<file path="src/rtl/gf2k_pkg.sv">
package gf2k_pkg;
  // width of a carry-less product of two w-bit polynomials
  function automatic int prod_width(input int w);
    return 2 * w - 1;
  endfunction
  // the split rule: the low part takes the floor half
  function automatic int low_half(input int w);
    return w / 2;
  endfunction
endpackage

</file>
<file path="src/rtl/gf2k_school.sv">
module gf2k_school #(
  parameter int W = 8
) (
  input  logic [W-1:0]                       a,
  input  logic [W-1:0]                       b,
  output logic [gf2k_pkg::prod_width(W)-1:0] p
);
  localparam int PW = gf2k_pkg::prod_width(W);

  always_comb begin
    p = '0;
    for (int i = 0; i < W; i++) begin
      if (b[i]) p = p ^ (PW'(a) << i);
    end
  end
endmodule

</file>
<file path="src/rtl/gf2k_kara.sv">
module gf2k_kara #(
  parameter int W      = 32,
  parameter int THRESH = 8
) (
  input  logic [W-1:0]                       a,
  input  logic [W-1:0]                       b,
  output logic [gf2k_pkg::prod_width(W)-1:0] p
);
  localparam int PW = gf2k_pkg::prod_width(W);

  generate
    if (W <= THRESH) begin : g_leaf
      gf2k_school #(.W(W)) u_leaf (.a(a), .b(b), .p(p));
    end else begin : g_split
      localparam int LO  = gf2k_pkg::low_half(W);
      localparam int HI  = W - LO;
      localparam int HPW = gf2k_pkg::prod_width(HI);
      localparam int LPW = gf2k_pkg::prod_width(LO);

      logic [HI-1:0]  a_hi, b_hi, a_sum, b_sum;
      logic [LO-1:0]  a_lo, b_lo;
      logic [HPW-1:0] pp_hi, pp_sum, mid;
      logic [LPW-1:0] pp_lo;

      assign a_hi  = a[W-1:LO];
      assign b_hi  = b[W-1:LO];
      assign a_lo  = a[LO-1:0];
      assign b_lo  = b[LO-1:0];
      assign a_sum = a_hi ^ HI'(a_lo);
      assign b_sum = b_hi ^ HI'(b_lo);

      gf2k_kara #(.W(HI), .THRESH(THRESH)) u_hi  (.a(a_hi),  .b(b_hi),  .p(pp_hi));
      gf2k_kara #(.W(LO), .THRESH(THRESH)) u_lo  (.a(a_lo),  .b(b_lo),  .p(pp_lo));
      gf2k_kara #(.W(HI), .THRESH(THRESH)) u_sum (.a(a_sum), .b(b_sum), .p(pp_sum));

      // cross term: sum product with both outer products cancelled
      assign mid = pp_sum ^ pp_hi ^ HPW'(pp_lo);

      assign p = {pp_hi, {(2 * LO){1'b0}}}
               ^ PW'({mid, {LO{1'b0}}})
               ^ PW'(pp_lo);
    end
  endgenerate
endmodule

</file>
<file path="src/rtl/gf2k_trired.sv">
module gf2k_trired #(
  parameter int N   = 32,
  parameter int TAP = 3
) (
  input  logic [gf2k_pkg::prod_width(N)-1:0] p_in,
  output logic [N-1:0]                       r_out
);
  localparam int PW = gf2k_pkg::prod_width(N);

  logic [PW-1:0] work;

  // fold from the top down: x^i = x^(i-N) * (x^TAP + 1)
  always_comb begin
    work = p_in;
    for (int i = PW - 1; i >= N; i--) begin
      if (work[i]) begin
        work[i]           = 1'b0;
        work[i - N]       = ~work[i - N];
        work[i - N + TAP] = ~work[i - N + TAP];
      end
    end
    r_out = work[N-1:0];
  end
endmodule

</file>
<file path="src/rtl/gf2k_mult.sv">
module gf2k_mult #(
  parameter int N      = 32,
  parameter int THRESH = 8,
  parameter bit REDUCE = 1'b0,
  parameter int TAP    = (N == 233) ? 74 : 3
) (
  input  logic                               clk,
  input  logic                               rst,
  input  logic                               in_valid,
  input  logic [N-1:0]                       a,
  input  logic [N-1:0]                       b,
  output logic                               out_valid,
  output logic [gf2k_pkg::prod_width(N)-1:0] prod
);
  localparam int PW = gf2k_pkg::prod_width(N);

  logic [PW-1:0] full;
  logic [PW-1:0] shaped;

  gf2k_kara #(.W(N), .THRESH(THRESH)) u_core (.a(a), .b(b), .p(full));

  generate
    if (REDUCE) begin : g_fold
      logic [N-1:0] rem;
      gf2k_trired #(.N(N), .TAP(TAP)) u_fold (.p_in(full), .r_out(rem));
      assign shaped = PW'(rem);
    end else begin : g_raw
      assign shaped = full;
    end
  endgenerate

  always_ff @(posedge clk) begin
    if (rst) begin
      out_valid <= 1'b0;
      prod      <= '0;
    end else begin
      out_valid <= in_valid;
      if (in_valid) prod <= shaped;
    end
  end
endmodule

</file>
<file path="config.mk">
export PLATFORM = sky130hd
export DESIGN_NAME = gf2k_mult
export DESIGN_NICKNAME = d
export VERILOG_FILES = /design/src/rtl/gf2k_pkg.sv /design/src/rtl/gf2k_school.sv /design/src/rtl/gf2k_kara.sv /design/src/rtl/gf2k_trired.sv /design/src/rtl/gf2k_mult.sv
export SDC_FILE = /design/constraint.sdc
export NUM_CORES = 1
export LEC_CHECK = 0
export ABC_AREA = 1
export CAP_MARGIN = 25
export CELL_PAD_IN_SITES_DETAIL_PLACEMENT = 0
export CELL_PAD_IN_SITES_GLOBAL_PLACEMENT = 1
export CORE_UTILIZATION = 41
export CTS_CLUSTER_SIZE = 30
export DETAILED_ROUTE_END_ITERATION = 8
export GPL_TIMING_DRIVEN = 0
export PLACE_DENSITY_LB_ADDON = 0.1
export SLEW_MARGIN = 25
export SYNTH_ARGS = -nofsm -noshare
export SYNTH_HDL_FRONTEND = slang
export SYNTH_SLANG_ARGS = --single-unit
</file>
<file path="constraint.sdc">
create_clock -name clk -period 2.5 [get_ports clk]
set_input_delay 0.375 -clock clk [delete_from_list [all_inputs] [get_ports clk]]
set_output_delay 0.375 -clock clk [all_outputs]
set_load 0.1 [all_outputs]
</file>
==> impl_metrics.toml, run 1 <==
[clock_network]
cts_tree = "built"
clockRootBuffer = "clkbuf_16"
h-tree-depth = 3
clk_path_buf_depth = 2
clk_pin_slew_ps = 60
clkSinkCount = 64
cts_hold_buf = 0
cts_made_buffers = 9
clk-insertion-delay-late_ps = 340

[setup_path]
start_kind = "input pin"
crit_type = "input pin to flop"
crit_required_ps = 2770
arrival_ps = 2680
end_kind = "flop"
path_max_fanout = 5

[synth]
async_reset_ff_share_pct = 0
synth_edf_count = 0
yosys_most_used_dff = "dfxtp_1"
avgSynthCellArea_um2 = 5.544
synth_most_common_cell = "nand2_1"
synth_area_leaders = "nand2_1 (31%), xnor2_1 (15%), xor2_1 (14%)"
synth_top_cell_area_share_pct = 30.64
syn_nets = 2699
netlist_area_um2 = 14590
ys_ff_latch = 64
yosysSeqAreaShare_pct = 8.780
yosysWarnings = 0
synth_common_cells = "nand2_1 (1191), inv_1 (296), xnor2_1 (254)"
yosys.area.top_type = "nand2_1"
netlist_instances = 2632
ys_types = 33

[floorplanning]
dieArea_um2 = 36350
rows = 68
die_x_um = 190.7
die_h_um = 190.7
coreArea_um2 = 34800
boundaryPins = 131
initial_core_util_pct = 41.94

[placed_design]
gp_congestion = 0.9616
placed_cells = 3215
post-dp-hpwl_um = 51430
io_buffers = 128

[status]
outcome = "finished, final reports clean"

[job]
drv_cap = 0

[sta]
report.final.slew_viol_count = 0
finalClockSkew_ps = 0
maxSlewHeadroom_pct = 34.49
finalHoldWorstSlack_ps = 467.5
tns_ps = 0
finalSetupViolCount = 0
hold_viol = 0
max_slew.worst_pin.slew_ps = 979.6
fmax_ghz = 0.4152
min_period_ps = 2408
fin_crit_sh_pct = 96.34

[grt]
grt_pass1_wl_um = 96900
grt-ovfl-total = 0
grt_pass1_vias = 15690
grt_util_all_layers_pct = 36.07
antenna_found_initial = 1
grt_max_degree = 14

[layout]
n_antenna_cell = 0
fillCellCount = 3435
utilization_pct = 59.34
final_cells = 3385
nets = 2992
drive_gt1_share_pct = 21.43
area_growth_pct = 41.50

[pwr]
ir_worst_vdd_mv = 0.7849
total_power_mw = 15.31
leakage_nw = 10.52
p_per_area_nw_per_um2 = 741.4

[route]
drt-initial-drc-count = 1528
first_pass_iters = 6
remaining_drc_errors = 0
dr_total_vias = 17490
avgRoutedWirePerCell_um = 19.52
final_antenna_net_count = 0
drt_wl_total_um = 66070
via_per_inst = 5.165

[min_path]
hold_path_class = "flop to flop"
==> metal layers <==
metal	GRT usage, %	vias to the layer above	routed length (um)
li1	-	8410	-
met2	56.85	815	28990
met3	4.527	145	5745
met5	0	-	0
met1	49.32	8115	28420
met4	14.98	0	2912
==> metrics by stage <==
stage / worst slack, ps / instance area, um2
6_report: 91.53 / 20650
5_1_grt: -35.14 / 20650
4_1_cts: -10.14 / 19630
3_5_place_dp: -1375 / 16440
3_3_place_gp: -1380 / 16440
2_1_floorplan: 226.9 / 14590
==> final timing paths <==
check,start,endpoint,slack (ps),depth (start not counted)
setup / recovery,b[17],prod[41],90,14
hold reg to reg,prod[0],prod[0],470,2
hold / removal,prod[0],prod[0],470,2
setup reg to reg,prod[18],prod[18],1770,4
==> layout make-up <==
cell class	count	area, um2	area share, %
Multi-Input combinational cell	2182	14020	67.88
Inverter	300	1129	5.466
Sequential cell	64	1281	6.205
Tap cell	455	569.3	2.757
Timing Repair Buffer	282	2407	11.66
Clock inverter	7	102.6	0.4969
Buffer	86	917.1	4.442
Clock buffer	9	225.2	1.091
==> critical path: stages <==
cell and delay [ps]:
buf_2 200, buf_8 200, xor2_4 230, buf_4 160, nand2_1 70, xnor2_2 150, xnor2_1 140, xnor2_1 280
xor2_1 160, buf_4 160, buf_4 110, buf_4 120, or2_0 190, a21oi_1 130
==> what timing repair did <==
item,4_1_cts,5_1_grt
setup endpoints to repair,47,33
buffers inserted,94,50
resized for setup,495,295
gates cloned,9,1
pin swaps,61,87
==> flip-flops by register name, indices dropped and copies added (netlist names) <==
register / flops
out_valid: 1
prod: 63
==> where the power goes <==
group	internal, mW	switching (mW)	total (mW)
clock	0.882	0.496	1.38
sequential	1.26	0.130	1.39
combinational	4.29	8.26	12.5
==> logic make-up (layout without fill, tap and decap cells) <==
logic type,after synthesis,after routing,share of synthesized area [%]
AO/OA/AOI/OAI,86,86,3.378
buffers and inverters,386,684,11.36
XOR/XNOR,527,527,33.43
AND/OR/NAND/NOR,1569,1569,43.05
flip-flops,64,64,8.780
==> cell usage in the layout, fill, tap and decap left out, types with 4 or more instances in the layout <==
cell	instances
bufbuf_16	4
xnor2_1	196
nor2_1	151
nand2_2	76
o21ai_0	35
nand2_4	34
clkdlybuf4s50_1	66
buf_4	135
buf_12	13
inv_1	279
o21ai_1	9
dfxtp_1	64
or2_1	10
buf_2	23
or2_2	6
xnor2_2	46
inv_2	19
clkbuf_2	25
nand3b_1	23
xnor2_4	26
xor2_1	163
o221ai_1	4
nand3_1	145
xor2_2	50
clkbuf_16	9
buf_6	42
clkbuf_4	21
o211ai_1	16
nand3_2	16
clkbuf_1	15
a21oi_1	15
xor2_4	46
buf_8	21
nand4_1	12
nand2_1	1087
Power figures use the tool's default switching activity.
==> inputs of run 2 (changes only) <==
--- a/config.mk
+++ b/config.mk
@@ -14,6 +14,7 @@
 export DETAILED_ROUTE_END_ITERATION = 8
 export GPL_TIMING_DRIVEN = 0
 export PLACE_DENSITY_LB_ADDON = 0.1
+export SETUP_SLACK_MARGIN = 0.02
 export SLEW_MARGIN = 25
 export SYNTH_ARGS = -nofsm -noshare
 export SYNTH_HDL_FRONTEND = slang
==> impl_metrics.toml, run 2 (synthesized netlist as in run 1, its figures left out) <==
[clock_network]
cts_tree = "built"
clk_path_buf_depth = 2
clkSinkCount = 64
cts_made_buffers = 9
h-tree-depth = 3
clk-insertion-delay-late_ps = 340
cts_hold_buf = 0
clockRootBuffer = "clkbuf_16"
clk_pin_slew_ps = 60

[floorplanning]
die_x_um = 190.7
boundaryPins = 131
initial_core_util_pct = 41.94
die_h_um = 190.7
dieArea_um2 = 36350
coreArea_um2 = 34800
rows = 68

[sta]
hold_viol = 0
maxSlewHeadroom_pct = 34.49
fmax_ghz = 0.4176
fin_crit_sh_pct = 95.78
max_slew.worst_pin.slew_ps = 979.6
finalClockSkew_ps = 0
rsz0062_at_grt = "true"
report.final.slew_viol_count = 0
finalHoldWorstSlack_ps = 467.6
finalSetupViolCount = 0
min_period_ps = 2395
finalWorstSetupSlack_ps = 105.5

[grt]
antenna_found_initial = 1
grt-ovfl-total = 0
grt_max_degree = 14
grt_util_all_layers_pct = 36.10
grt_pass1_vias = 15690
grt_pass1_wl_um = 96910

[route]
remaining_drc_errors = 0
highest_layer = "met4"
first_pass_iters = 6
drt-met1-wl_um = 28530
final_antenna_net_count = 0
met2_length_um = 29400
avgRoutedWirePerCell_um = 19.62
drt_wl_total_um = 66540
route.met3.wl_um = 5608
dr_total_vias = 17590
via_per_inst = 5.185
drt-initial-drc-count = 1534

[status]
outcome = "finished, final reports clean"

[layout]
largest_reg_flops = 63
utilization_pct = 59.97
drive_gt1_share_pct = 22.40
top_regs = "prod x63, out_valid x1"
area_growth_pct = 43.01
nets = 2999
seq_area_um2 = 1281
n_antenna_cell = 0
final_cells = 3392
final_common_cell = "nand2_1"
fillCellCount = 3401
multi_input_area_um2 = 14160
layout_common_cells = "nand2_1 (1077), inv_1 (279), xnor2_1 (195)"
regMostFlops = "prod"

[pwr]
total_power_mw = 15.46
leakage_nw = 10.59
ir_worst_vdd_mv = 0.7836
p_per_area_nw_per_um2 = 740.9

[setup_path]
regToRegSetupSlack_ps = 1790
r2r-end = "prod[36]"
end_kind = "flop"
path_max_fanout = 4
crit_required_ps = 2750
rr_startpoint = "prod[36]"
arrival_ps = 2640
reg2reg_depth = 4
crit_type = "input pin to flop"
start_kind = "input pin"

[placed_design]
placed_cells = 3215
pre_cts_ws_ps = -1375
gp_congestion = 0.9616
io_buffers = 128
post-dp-hpwl_um = 51430

[min_path]
hp-start = "prod[0]"
hold_path_class = "flop to flop"
whs_path_depth = 2
worstHoldEndpoint = "prod[0]"

[job]
drv_cap = 0
==> run 2: cell type report <==
type | instances | share of cell area (%)
multi-input combinational | 2182 | 67.86
timing repair buffer | 289 | 11.85
sequential | 64 | 6.139
inverter | 300 | 5.408
buffer | 86 | 4.443
tap | 455 | 2.728
clock buffer | 9 | 1.079
clock inverter | 7 | 0.4916
==> run 2: how the worst max path moves through the flow <==
stage	from	endpoint	depth (start not counted)
finish	b[26]	prod[31]	20
global route	a[26]	prod[30]	23
CTS	a[16]	prod[25]	15
detailed placement	a[0]	prod[25]	12
global placement	a[0]	prod[25]	12
floorplan	b[29]	prod[36]	14
==> run 2: timing repair <==
item / CTS / global route
pin swaps: 61 / 100
cloned: 9 / 2
setup buffers: 93 / 57
gates resized for setup: 523 / 309
setup endpoints to repair: 47 / 35
==> run 2: worst max-delay path: stages <==
cell and delay (ps):
clkbuf_4 170, bufbuf_16 270, nand2_1 50, xnor2_1 290, xnor2_1 190, nand2_1 130
nand2_4 160, inv_1 80, nand2_1 60, nand2_1 70, nand3_1 120, nand2_4 100
inv_1 80, nand3_1 70, nand2_1 100, inv_1 50, nand2_1 60, nand3_1 80
nand2_1 80, inv_1 40
==> run 2: metrics by stage <==
step                TNS, ps  instance area (um2)
floorplan                 0                14590
global placement     -43100                16440
detailed placement   -44040                16440
CTS                       0                19710
global route         -46.85                20870
finish                    0                20870
==> run 2: where the power goes <==
group	internal, mW	switching [mW]
clock network	0.882	0.500
registers	1.26	0.131
logic	4.36	8.34
==> run 2: layer usage <==
layer	vias up	GRT usage (%)
met5	-	0
met4	0	15.42
met3	145	5.263
met2	802	56.49
met1	8213	49.11
li1	8426	-
==> inputs of run 3 (changes only) <==
--- a/config.mk
+++ b/config.mk
@@ -12,10 +12,11 @@
 export CORE_UTILIZATION = 41
 export CTS_CLUSTER_SIZE = 30
 export DETAILED_ROUTE_END_ITERATION = 8
+export GPL_ROUTABILITY_DRIVEN = 0
 export GPL_TIMING_DRIVEN = 0
 export PLACE_DENSITY_LB_ADDON = 0.1
 export SETUP_SLACK_MARGIN = 0.02
-export SLEW_MARGIN = 25
+export SLEW_MARGIN = 20
 export SYNTH_ARGS = -nofsm -noshare
 export SYNTH_HDL_FRONTEND = slang
 export SYNTH_SLANG_ARGS = --single-unit
==> impl_metrics.toml, run 3 (synthesized netlist as in run 1, its figures left out) <==
[status]
outcome = "finished, final reports clean"

[setup_path]
cp_common_cell = "xor2_1"
path_max_fanout = 10
start_kind = "input pin"
max_stage_delay_ps = 360
worstPathCellList = "dlygate4sd2_1 > buf_6 > nand2_1 > xor2_1 > xor2_1 > or2_1 > nand2_1 > xor2_2 > xor2_1 > inv_1 > o21ai_0 > a21oi_2 > nor2_1"
crit_type = "input pin to flop"
end_kind = "flop"
regToRegSetupSlack_ps = 1790
reg2reg_depth = 4
crit_family = "XOR/XNOR gates"
critPathBufInv = 3
arrival_ps = 2580
rr_startpoint = "prod[18]"
slowest_stage = "xor2_2"
crit_required_ps = 2720
r2r-end = "prod[18]"

[min_path]
hp-start = "prod[9]"
whs_path_depth = 2
worstHoldEndpoint = "prod[9]"
hold_path_class = "flop to flop"

[layout]
layout_common_cells = "nand2_1 (1072), inv_1 (280), xnor2_1 (191)"
fillCellCount = 3390
n_antenna_cell = 0
final_common_cell = "nand2_1"
regMostFlops = "prod"
largest_reg_flops = 63
final_cells = 3354
drive_gt1_share_pct = 21.08
area_growth_pct = 39.04
top_regs = "prod x63, out_valid x1"
fin_area_um2 = 20290
nets = 2962

[clock_network]
h-tree-depth = 3
clk_path_buf_depth = 2
cts_made_buffers = 9
cts_hold_buf = 0
clk_pin_slew_ps = 50
clockRootBuffer = "clkbuf_16"
cts_tree = "built"
clk-insertion-delay-late_ps = 340
clkSinkCount = 64

[sta]
finalClockSkew_ps = 0
fin_crit_sh_pct = 94.46
report.final.slew_viol_count = 0
tns_ps = 0
rsz0062_at_grt = "true"
maxSlewHeadroom_pct = 32.68
hold_viol = 0
min_period_ps = 2362
max_slew.worst_pin.slew_ps = 1007
finalSetupViolCount = 0
fmax_ghz = 0.4235

[floorplanning]
boundaryPins = 131
rows = 68
coreArea_um2 = 34800
dieArea_um2 = 36350
initial_core_util_pct = 41.94
die_x_um = 190.7
die_h_um = 190.7

[grt]
grt_util_all_layers_pct = 34.34
grt-ovfl-total = 0
antenna_found_initial = 0
grt_max_degree = 12
grt_pass1_vias = 15610
grt_pass1_wl_um = 92920

[pwr]
leakage_nw = 10.33
ir_worst_vdd_mv = 0.8064
p_clk_share_pct = 8.3
switching_power_mw = 8.682
comb_power_share_pct = 82.4
total_power_mw = 14.84
p_per_area_nw_per_um2 = 731.4
p_sw_share_pct = 58.51
seqPwrFrac_pct = 9.4
internal-power_mw = 6.157

[placed_design]
placed_cells = 3215
postPlaceCellArea_um2 = 16440
io_buffers = 128
post-dp-hpwl_um = 49490

[route]
drt_wl_total_um = 63480
final_antenna_net_count = 0
dr_total_vias = 17260
avgRoutedWirePerCell_um = 18.93
drt-initial-drc-count = 1505
remaining_drc_errors = 0
via_per_inst = 5.146
first_pass_iters = 6

[job]
drv_cap = 0
-- run 3: cell count changes in the layout (fill, tap and decap cells not counted), sizes merged --
cell         delta
inv             -2
buf            -28
clkbuf          -9
xor2            +2
dlygate4sd2     +2
clkinv          +2
bufinv          -1
bufbuf          -4
-- run 3: power groups by stage --
stage / Clock, mW / Combinational, mW / Sequential, mW
after floorplan: 0 / 5.88 / 3.04
after global placement: 0 / 10.3 / 1.40
after detailed placement: 0 / 10.4 / 1.41
after CTS: 1.24 / 11.5 / 1.39
after global routing: 1.29 / 13.1 / 1.41
final: 1.23 / 12.2 / 1.39
-- run 3: how the worst max path moves through the flow --
| stage | start | endpoint | slack [ps] | depth (start not counted) |
|---|---|---|---|---|
| after floorplan | b[29] | prod[36] | 230 | 14 |
| after global placement | b[31] | prod[35] | -1290 | 16 |
| after detailed placement | a[14] | prod[36] | -1350 | 13 |
| after CTS | a[0] | prod[25] | 10 | 13 |
| after global routing | b[24] | prod[30] | -60 | 20 |
| final | a[2] | prod[24] | 140 | 13 |
-- run 3: cell type report --
type | count | area, um2 | area share (%)
multi-input combinational | 2184 | 14030 | 69.13
timing repair buffer | 250 | 2101 | 10.35
sequential | 64 | 1281 | 6.315
inverter | 300 | 1134 | 5.587
buffer | 86 | 892.1 | 4.397
tap | 455 | 569.3 | 2.806
clock buffer | 9 | 225.2 | 1.110
clock inverter | 6 | 61.31 | 0.3022
-- run 3: stage by stage --
| step | hold slack, ps | util (%) | setup slack, ps |
|---|---|---|---|
| final | 476.7 | 58.31 | 138.5 |
| after floorplan | 543.7 | - | 226.9 |
| after global routing | 491.9 | 58.31 | -58.41 |
| after CTS | 472.5 | 55.12 | 12.03 |
| after global placement | 459.5 | 47.25 | -1293 |
| after detailed placement | 463.9 | 47.25 | -1347 |
-- run 3: repair_timing --
item / in CTS / in global routing
resized for setup: 475 / 325
pin swaps: 57 / 79
setup buffers: 69 / 40
endpoints found under the setup margin: 47 / 31
cloned: 12 / 3
hold endpoints to repair: 0 / 0
-- run 3: per-layer routing --
layer	part of all wire (%)	global-route usage, %	vias to the layer above
met5	0	0	-
met4	5.2	16.09	0
met3	9.0	5.429	138
met2	43	52.83	788
met1	43	46.64	7982
li1	-	-	8351
-- run 3: worst register-to-register path, delay by kind of cell (launching register included) --
kind | cells | cell delay [ps]
flip-flops | 1 | 360
AND/OR/NAND/NOR | 2 | 140
buffers and inverters | 1 | 70
AO/OA/AOI/OAI | 1 | 90
